==> src/rtl/attr_rt_pkg.sv <==
package attr_rt_pkg;

   typedef enum logic [2:0] {
      RT_UNDEF = 3'd0,
      RT_TRAP  = 3'd1,
      RT_MEM   = 3'd2,
      RT_KERN  = 3'd3,
      RT_HYP   = 3'd4
   } route_e;

   typedef struct packed {
      logic [2:0] nv;
      logic       host;
      logic       el2_en;
      logic       vm_rd;
      logic       vm_wr;
      logic       fg_present;
      logic       el3_present;
      logic       el3_fg_en;
      logic       fg_rd;
      logic       fg_wr;
   } ctl_t;

   localparam logic [1:0] LVL_USER = 2'd0;
   localparam logic [1:0] LVL_KERN = 2'd1;
   localparam logic [1:0] LVL_HYP  = 2'd2;
   localparam logic [1:0] LVL_MON  = 2'd3;

endpackage

==> src/rtl/attr_rt_decode.sv <==
module attr_rt_decode
   import attr_rt_pkg::*;
#(
   parameter bit EL2_IMPL = 1'b1
) (
   input  logic [1:0] el,
   input  logic       name_hyp,
   input  logic       write,
   input  ctl_t       ctl,
   output route_e     route
);

   logic el2_on;
   logic vm_hit;
   logic fg_gate;
   logic fg_hit;
   logic nv_all;

   assign el2_on  = EL2_IMPL && ctl.el2_en;
   assign vm_hit  = el2_on && (write ? ctl.vm_wr : ctl.vm_rd);
   assign fg_gate = el2_on && ctl.fg_present && (!ctl.el3_present || ctl.el3_fg_en);
   assign fg_hit  = fg_gate && (write ? ctl.fg_wr : ctl.fg_rd);
   assign nv_all  = EL2_IMPL && (ctl.nv == 3'b111);

   always_comb begin
      route = RT_UNDEF;
      unique case (el)
         LVL_USER: route = RT_UNDEF;
         LVL_KERN: begin
            if (name_hyp) begin
               route = (EL2_IMPL && ctl.nv[0]) ? RT_TRAP : RT_UNDEF;
            end else if (vm_hit) begin
               route = RT_TRAP;
            end else if (fg_hit) begin
               route = RT_TRAP;
            end else if (nv_all) begin
               route = RT_MEM;
            end else begin
               route = RT_KERN;
            end
         end
         LVL_HYP: begin
            if (!EL2_IMPL) begin
               route = RT_UNDEF;
            end else if (name_hyp || ctl.host) begin
               route = RT_HYP;
            end else begin
               route = RT_KERN;
            end
         end
         LVL_MON: route = name_hyp ? RT_HYP : RT_KERN;
         default: route = RT_UNDEF;
      endcase
   end

endmodule

==> src/rtl/attr_rt_regs.sv <==
module attr_rt_regs #(
   parameter int                DATA_W   = 64,
   parameter bit                EL2_IMPL = 1'b1,
   parameter logic [DATA_W-1:0] RST_VAL  = '0
) (
   input  logic              clk,
   input  logic              rst_n,
   input  logic              we_k,
   input  logic              we_h,
   input  logic [DATA_W-1:0] wdata,
   output logic [DATA_W-1:0] k_q,
   output logic [DATA_W-1:0] h_q
);

   always_ff @(posedge clk or negedge rst_n) begin
      if (!rst_n) begin
         k_q <= RST_VAL;
      end else if (we_k) begin
         k_q <= wdata;
      end
   end

   generate
      if (EL2_IMPL) begin : g_hyp
         logic [DATA_W-1:0] h_store;
         always_ff @(posedge clk or negedge rst_n) begin
            if (!rst_n) begin
               h_store <= RST_VAL;
            end else if (we_h) begin
               h_store <= wdata;
            end
         end
         assign h_q = h_store;
      end else begin : g_nohyp
         assign h_q = '0;
      end
   endgenerate


   only_one_we_chk: assert property (@(posedge clk) disable iff (!rst_n)
      !(we_k && we_h));

endmodule

==> src/rtl/attr_rt_resp.sv <==
module attr_rt_resp
   import attr_rt_pkg::*;
#(
   parameter int                DATA_W  = 64,
   parameter int                EC_W    = 6,
   parameter logic [EC_W-1:0]   TRAP_EC = 6'h18,
   parameter int                OFF_W   = 12,
   parameter logic [OFF_W-1:0]  MEM_OFF = 12'h140
) (
   input  logic              clk,
   input  logic              rst_n,
   input  logic              acc,
   input  route_e            route,
   input  logic              write,
   input  logic [DATA_W-1:0] k_val,
   input  logic [DATA_W-1:0] h_val,
   input  logic [DATA_W-1:0] wdata,
   output logic              rsp_valid,
   output logic [DATA_W-1:0] rsp_rdata,
   output logic              rsp_undef,
   output logic              rsp_trap,
   output logic [EC_W-1:0]   rsp_ec,
   output logic              rsp_mem_req,
   output logic              rsp_mem_write,
   output logic [OFF_W-1:0]  rsp_mem_off,
   output logic [DATA_W-1:0] rsp_mem_wdata
);

   logic [DATA_W-1:0] rd_next;
   logic              is_mem;
   logic              is_trap;

   assign is_mem  = acc && (route == RT_MEM);
   assign is_trap = acc && (route == RT_TRAP);

   always_comb begin
      rd_next = '0;
      if (acc && !write) begin
         if (route == RT_KERN) rd_next = k_val;
         else if (route == RT_HYP) rd_next = h_val;
      end
   end

   always_ff @(posedge clk or negedge rst_n) begin
      if (!rst_n) begin
         rsp_valid     <= 1'b0;
         rsp_rdata     <= '0;
         rsp_undef     <= 1'b0;
         rsp_trap      <= 1'b0;
         rsp_ec        <= '0;
         rsp_mem_req   <= 1'b0;
         rsp_mem_write <= 1'b0;
         rsp_mem_off   <= '0;
         rsp_mem_wdata <= '0;
      end else begin
         rsp_valid     <= acc;
         rsp_rdata     <= rd_next;
         rsp_undef     <= acc && (route == RT_UNDEF);
         rsp_trap      <= is_trap;
         rsp_ec        <= is_trap ? TRAP_EC : '0;
         rsp_mem_req   <= is_mem;
         rsp_mem_write <= is_mem && write;
         rsp_mem_off   <= is_mem ? MEM_OFF : '0;
         rsp_mem_wdata <= (is_mem && write) ? wdata : '0;
      end
   end


   outcome_excl_chk: assert property (@(posedge clk) disable iff (!rst_n)
      $onehot0({rsp_undef, rsp_trap, rsp_mem_req}));


   no_flag_idle_chk: assert property (@(posedge clk) disable iff (!rst_n)
      !rsp_valid |-> !(rsp_undef || rsp_trap || rsp_mem_req));


   trap_class_chk: assert property (@(posedge clk) disable iff (!rst_n)
      rsp_trap |-> (rsp_ec == TRAP_EC));

endmodule

==> src/rtl/attr_reg_router.sv <==
module attr_reg_router
   import attr_rt_pkg::*;
#(
   parameter int                DATA_W   = 64,
   parameter int                EC_W     = 6,
   parameter logic [EC_W-1:0]   TRAP_EC  = 6'h18,
   parameter int                OFF_W    = 12,
   parameter logic [OFF_W-1:0]  MEM_OFF  = 12'h140,
   parameter bit                EL2_IMPL = 1'b1,
   parameter logic [DATA_W-1:0] RST_VAL  = '0
) (
   input  logic              clk,
   input  logic              rst_n,
   input  logic              req_valid,
   input  logic              req_write,
   input  logic              req_name_hyp,
   input  logic [1:0]        req_el,
   input  logic [DATA_W-1:0] req_wdata,
   input  logic [2:0]        ctl_nv,
   input  logic              ctl_host,
   input  logic              ctl_el2_en,
   input  logic              ctl_vm_rd_trap,
   input  logic              ctl_vm_wr_trap,
   input  logic              ctl_fg_present,
   input  logic              ctl_el3_present,
   input  logic              ctl_el3_fg_en,
   input  logic              ctl_fg_rd_trap,
   input  logic              ctl_fg_wr_trap,
   output logic              rsp_valid,
   output logic [DATA_W-1:0] rsp_rdata,
   output logic              rsp_undef,
   output logic              rsp_trap,
   output logic [EC_W-1:0]   rsp_ec,
   output logic              rsp_mem_req,
   output logic              rsp_mem_write,
   output logic [OFF_W-1:0]  rsp_mem_off,
   output logic [DATA_W-1:0] rsp_mem_wdata
);

   localparam int EC_MAX  = (1 << EC_W) - 1;
   localparam int OFF_MAX = (1 << OFF_W) - 1;

   initial begin
      assert (DATA_W >= 8 && (DATA_W % 8) == 0)
         else $error("DATA_W must be a nonzero multiple of 8");
      assert (EC_W >= 1 && EC_W <= 16 && int'(TRAP_EC) <= EC_MAX)
         else $error("TRAP_EC does not fit in EC_W");
      assert (OFF_W >= 1 && OFF_W <= 30 && int'(MEM_OFF) <= OFF_MAX)
         else $error("MEM_OFF does not fit in OFF_W");
   end

   ctl_t              ctl;
   route_e            route;
   logic              we_k;
   logic              we_h;
   logic [DATA_W-1:0] k_q;
   logic [DATA_W-1:0] h_q;

   assign ctl = '{nv:          ctl_nv,
                  host:        ctl_host,
                  el2_en:      ctl_el2_en,
                  vm_rd:       ctl_vm_rd_trap,
                  vm_wr:       ctl_vm_wr_trap,
                  fg_present:  ctl_fg_present,
                  el3_present: ctl_el3_present,
                  el3_fg_en:   ctl_el3_fg_en,
                  fg_rd:       ctl_fg_rd_trap,
                  fg_wr:       ctl_fg_wr_trap};

   attr_rt_decode #(
      .EL2_IMPL (EL2_IMPL)
   ) u_decode (
      .el       (req_el),
      .name_hyp (req_name_hyp),
      .write    (req_write),
      .ctl      (ctl),
      .route    (route)
   );

   assign we_k = req_valid && req_write && (route == RT_KERN);
   assign we_h = req_valid && req_write && (route == RT_HYP);

   attr_rt_regs #(
      .DATA_W   (DATA_W),
      .EL2_IMPL (EL2_IMPL),
      .RST_VAL  (RST_VAL)
   ) u_regs (
      .clk   (clk),
      .rst_n (rst_n),
      .we_k  (we_k),
      .we_h  (we_h),
      .wdata (req_wdata),
      .k_q   (k_q),
      .h_q   (h_q)
   );

   attr_rt_resp #(
      .DATA_W  (DATA_W),
      .EC_W    (EC_W),
      .TRAP_EC (TRAP_EC),
      .OFF_W   (OFF_W),
      .MEM_OFF (MEM_OFF)
   ) u_resp (
      .clk           (clk),
      .rst_n         (rst_n),
      .acc           (req_valid),
      .route         (route),
      .write         (req_write),
      .k_val         (k_q),
      .h_val         (h_q),
      .wdata         (req_wdata),
      .rsp_valid     (rsp_valid),
      .rsp_rdata     (rsp_rdata),
      .rsp_undef     (rsp_undef),
      .rsp_trap      (rsp_trap),
      .rsp_ec        (rsp_ec),
      .rsp_mem_req   (rsp_mem_req),
      .rsp_mem_write (rsp_mem_write),
      .rsp_mem_off   (rsp_mem_off),
      .rsp_mem_wdata (rsp_mem_wdata)
   );


   user_undef_chk: assert property (@(posedge clk) disable iff (!rst_n)
      (req_valid && req_el == LVL_USER) |=> rsp_undef);


   mon_open_chk: assert property (@(posedge clk) disable iff (!rst_n)
      (req_valid && req_el == LVL_MON) |=> (!rsp_trap && !rsp_undef && !rsp_mem_req));


   regs_hold_chk: assert property (@(posedge clk) disable iff (!rst_n)
      (req_valid && (route == RT_UNDEF || route == RT_TRAP || route == RT_MEM))
      |=> ($stable(k_q) && $stable(h_q)));


   full_write_chk: assert property (@(posedge clk) disable iff (!rst_n)
      we_k |=> (k_q == $past(req_wdata)));


   rsp_follow_chk: assert property (@(posedge clk) disable iff (!rst_n)
      req_valid |=> rsp_valid);


   rsp_quiet_chk: assert property (@(posedge clk) disable iff (!rst_n)
      !req_valid |=> !rsp_valid);


   mem_offset_chk: assert property (@(posedge clk) disable iff (!rst_n)
      rsp_mem_req |-> (rsp_mem_off == MEM_OFF));

endmodule

==> config.mk <==
export PLATFORM = sky130hd
export DESIGN_NAME = attr_reg_router
export DESIGN_NICKNAME = d
export VERILOG_FILES = /design/src/rtl/attr_rt_pkg.sv /design/src/rtl/attr_rt_decode.sv /design/src/rtl/attr_rt_regs.sv /design/src/rtl/attr_rt_resp.sv /design/src/rtl/attr_reg_router.sv
export SDC_FILE = /design/constraint.sdc
export NUM_CORES = 1
export LEC_CHECK = 0
export BUFFER_PORTS_ARGS = -buffer_cell sky130_fd_sc_hd__buf_2
export CORE_MARGIN = 2
export CORE_UTILIZATION = 30
export DETAILED_ROUTE_END_ITERATION = 7
export PLACE_DENSITY = 0.62
export SLEW_MARGIN = 25
export SYNTH_ARGS = -nofsm -noshare
export SYNTH_HDL_FRONTEND = slang
export SYNTH_SLANG_ARGS = --single-unit
==> constraint.sdc <==
create_clock -name clk -period 1.3 [get_ports clk]
set_clock_uncertainty 0.2 [all_clocks]
set_input_delay 0.325 -clock clk [delete_from_list [all_inputs] [get_ports clk]]
set_output_delay 0.325 -clock clk [all_outputs]
set_load 0.01 [all_outputs]
[After elaboration in Yosys (flattened, before gate mapping)]
Index checks and enable logic that the tools add are counted.
Storage, ports and cells
  input port bits: 83
  logic and storage cells: 53
  bits in registers: 279
  output and inout port bits: 151
Cells by class
  mux-type cells: 16
  reductions and logical operators: 18
  eq/ne operators: 8
Operators by type and width (number)
  64-bit two-way mux: 4
  3-bit two-way mux: 5
  1-bit logical AND: 12
  3-bit case mux with 4 select lines: 1
  9-bit two-way mux: 1
  3-bit by 2-bit equality test with 1-bit output, second input constant: 2
  3-bit equality test, second input constant: 2
  5-bit two-way mux: 1
  2-bit equality test, second input constant: 2
  1-bit two-way mux: 4
  3-bit by 1-bit equality test with 1-bit output, second input constant: 1
  3-bit zero test: 1
  2-bit by 1-bit equality test with 1-bit output, second input constant: 1
  1-bit zero test: 2
  2-bit zero test: 1
  1-bit logical OR: 2

[Longest topological paths before layout]
  word-level depth: 12
  mapped depth: 7
  mapped depth without buffers: 4

[Hierarchy]
Synthesis repeated with hierarchy kept, for this count alone.
Second synthesis, totals
  cells, all modules: 601
  area total of the unflattened synthesis: 10248.6 um2
Modules (own cells, without submodules)
  attr_rt_regs: cells each 270, area an instance 5357.6 um2, instances 1
  attr_rt_resp: cells each 310, area an instance 4753.3 um2, instances 1
  attr_rt_decode: cells each 17, area an instance 115.1 um2, instances 1
  attr_reg_router: cells each 4, area an instance 22.5 um2, instances 1

[Worst setup path after synthesis]
No wires, ideal clock.
  path kind: input -> register
  start point: input req_write
  end point: register u_regs.k_q[23]
  stages on the path: 6
  arrival: 1885 ps
  setup slack: -909 ps
  path through: buf_4 > mux2i_1 > o32a_1 > a41oi_4 > buf_6 > mux2_2
Between the ends
  longest elaborated chain between the ends: 8
  elaborated cells on any way between the ends: 11
RTL lines
  start: declaration: line attr_reg_router.sv:15  | input logic req_write,
  1-bit two-way mux: line attr_rt_decode.sv:22  | assign fg_hit = fg_gate && (write ? ctl.fg_wr : ctl.fg_rd);
  1-bit logical AND: line attr_rt_decode.sv:22
  3-bit two-way mux: line attr_rt_decode.sv:34  | end else if (fg_hit) begin
  3-bit two-way mux: line attr_rt_decode.sv:32  | end else if (vm_hit) begin
  3-bit two-way mux: line attr_rt_decode.sv:30  | if (name_hyp) begin
  3-bit case mux with 4 select lines: line attr_rt_decode.sv:27  | unique case (el)
  3-bit by 2-bit equality test with 1-bit output: line attr_reg_router.sv:80  | assign we_k = req_valid && req_write && (route == RT_KERN);
  1-bit logical AND *: line attr_reg_router.sv:80
  end signal: assignment: line attr_rt_regs.sv:19  | k_q <= wdata;
  end: declaration: line attr_rt_regs.sv:11  | output logic [DATA_W-1:0] k_q,
Every way passes the cells marked *; elsewhere a longest branch is shown, timed or not.
A chain may end at the register's enable or synchronous reset.

[Final worst setup path]
  start point: input req_write
  end point: register u_regs.k_q[18]
The elaborated chain is that of the path after synthesis.

==> results.md <==
* Cell with the largest stage delay on the worst path: o32a_1
* Worst-case reg-to-reg path depth at 1
* WP data arrival at 1870 ps
* Die area at 32970 µm²
* Warnings from Yosys at 0
* Clk pin slew, worst setup/hold paths at 60 ps
* Cts bufs inserted at 28
* Peak Freq at 604.6 MHz
* Clock Sinks at 261
* Vias per cell at 4.421
* Worst path max stage delay at 350 ps
* CTS tree: yes
* Setup WS pre-CTS at -908.8 ps
* Failing checks: negative setup slack
* Skew-Pair Late Insertion Delay at 540 ps
* Setup ws final at -354.1 ps
* Max clock buf depth at 3
* PwrDens at 1448 nW/µm²
* CP Data Required Time at 1510 ps
* Nature of the critical path endpoint: flop
* Post-Syn Area per Cell at 15.79 µm²
* RR Endpoint: u_regs.h_q[43]
* Ys flop type: dfrtp_1
* Top cell type's share of synthesized area at 69.05%
* Setup CP Type: input pin to flop
* CP Cell Sequence: buf_6, mux2i_2, o32a_1, a41oi_4, buf_6, buf_12, buf_16, mux2_4
* Leak Pwr at 7.135 nW
* Layout cells sized above 1 at 48.09%
* DR vias at 6053
* FFs w/ async S/R, synth at 100.0%
* Post-synth EDFFs at 0
* Layout Nets at 1030
* Hpwl dp at 14450 µm
* Most common cell in the synthesized netlist: dfrtp_1
* 1st-iter DRT viols at 227
* Die H at 181.6 µm
* Synthesis-to-finish area growth at 47.30%
* Cell mode on critical path: buf_6
* DRC Markers at 0
* # IOs at 234
* Max-cap violations at 0
* Cell taking the most area after synthesis: dfrtp_1
* H-tree depth at 1
* Placed Instances at 1229
* Non-Filler Instances at 1369
* Row cnt at 65
* Critical path launch point type: input pin
* Setup slack, reg-to-reg at 320 ps
* Synth top area cells: dfrtp_1 69%, mux2_2 10%, a22o_1 5.9%
* Most frequent cells after synthesis: 261 x dfrtp_1, 88 x mux2_2, 65 x and2_1, 64 x a22o_1, 40 x mux2_1
* Final Hold Viols at 0
* Min Hold Slack at 50.80 ps
* Unique masters post-synth at 29
* Yosys reg bits at 261
* WP buf/inv at 4
* Period minus WS final at 1654 ps
* DRT Wirelength at 24910 µm
* Initial core utilization at 30.21%
* Worst vdd ir at 1247 µV
* CTS root buf: clkbuf_16
* Initial antenna violation count at 1
* Largest net degree at the start of global routing at 52
* WL/cell at 18.19 µm
* Status: finished, violations left
* Global-route wire length before repair at 37830 µm
* Port Buffer Count at 219
* Post-synthesis cell count at 599
* Tot Pwr at 20.17 mW
* DRT Pass-1 Iters at 4
* Cell Area, Synth at 9459 µm²
* Sequential fraction of the synthesis area at 69.05%
* Final number of setup-violating endpoints at 394
* Max-slew violation count at 0
* CP top delay family: compound AO/OA/AOI/OAI gates
* CP max FO at 8
* Antenna cells at 0
* FF-to-FF Start: u_regs.h_q[43]
* Total GRT Usage at 14.77%
* Hold crit path type: input pin to asynchronous set/reset pin
* Die Wd at 181.6 µm
* RSZ-0062 raised after global routing: yes
* Routed Antenna Nets at 0
* Core area at 31310 µm²
* Number of global-route vias before repair at 6578
* GRT Residual Overflow at 0
* Tcrit/Tclk final at 127.2%
* Placer congestion estimate at 0.7644
## kinds of logic (layout without fill, tap and decap cells)
group	count (synthesis)	count (layout)	share of synthesized area (%)
other cells	1	14	0.03964
mux	130	130	15.45
compound gates	71	71	6.746
buf+inv	53	408	3.333
simple gates	83	83	5.384
flops	261	261	69.05
## power by group
group	switching, mW	internal, mW
combinational	0.956	1.73
sequential	0.562	9.25
clock	3.18	4.49
## placed cells by master (no fill, tap or decap), types with 2 or more instances in the layout
cell type,instances
buf_4,30
clkbuf_1,7
mux2_2,63
clkinvlp_4,3
buf_16,9
buf_2,181
buf_12,21
clkbuf_8,4
conb_1,14
and2_1,64
inv_1,2
clkbuf_16,31
buf_6,41
mux2_1,5
dfrtp_1,261
mux2_4,60
nand2b_1,2
clkinv_2,6
dlygate4sd3_1,70
a22o_1,64
nand2_1,3
nor2b_4,2
## sequential cells by signal, summed over array words and instances, names as in the netlist
signal / flops
u_regs.h_q: 64
u_regs.k_q: 64
u_resp.rsp_mem_wdata: 64
u_resp.rsp_rdata: 64
u_resp.rsp_ec: 1
u_resp.rsp_mem_off: 1
u_resp.rsp_mem_write: 1
u_resp.rsp_undef: 1
u_resp.rsp_valid: 1
## worst max path at each step
| stage | startpoint | slack [ps] | end | depth (start not counted) |
|---|---|---|---|---|
| 2_1_floorplan | req_write | -820 | u_regs.k_q[23] | 6 |
| 3_3_place_gp | ctl_el3_present | -880 | u_regs.k_q[45] | 6 |
| 3_5_place_dp | ctl_el3_present | -910 | u_regs.k_q[46] | 6 |
| 4_1_cts | u_resp.rsp_mem_off[6] | -340 | rsp_mem_req | 1 |
| 5_1_grt | req_write | -360 | u_regs.k_q[40] | 8 |
| 6_report | req_write | -350 | u_regs.k_q[18] | 8 |
## cell type report
class                           instances  area, µm²
Multi-Input combinational cell        298       2943
Clock buffer                           40      807.0
Fill cell                            2750      17380
Inverter                                2      7.507
Clock inverter                         10      82.58
Timing Repair Buffer                  356       3059
Sequential cell                       261       6531
Tap cell                              402      503.0
## metal layers
| metal | part of all wire [%] | track usage [%] | wire length (µm) | up-vias |
|---|---|---|---|---|
| li1 | - | - | - | 2762 |
| met3 | 5.9 | 3.791 | 1459 | 31 |
| met4 | 1.9 | 2.992 | 475 | 0 |
| met1 | 45 | 19.64 | 11120 | 3089 |
| met2 | 48 | 24.51 | 11860 | 171 |
| met5 | 0 | 0 | 0 | - |
## through the flow
step	TNS [ps]	area, µm²	util (%)
floorplan	-143920	9769	-
detailed placement	-199070	11440	36.54
global route	-97640	13930	44.50
global placement	-190920	11440	36.54
CTS	-82040	13760	43.94
finish	-81920	13930	44.50
## what timing repair did
action                                  CTS  global route
hold buffers                             70             0
setup buffers                             8             2
endpoints found under the hold margin   456             0
cloned                                    9             2
endpoints found under the setup margin  394           394
resized for setup                        97            26
pin swaps                                 4             1
Power figures use the tool's default switching activity.
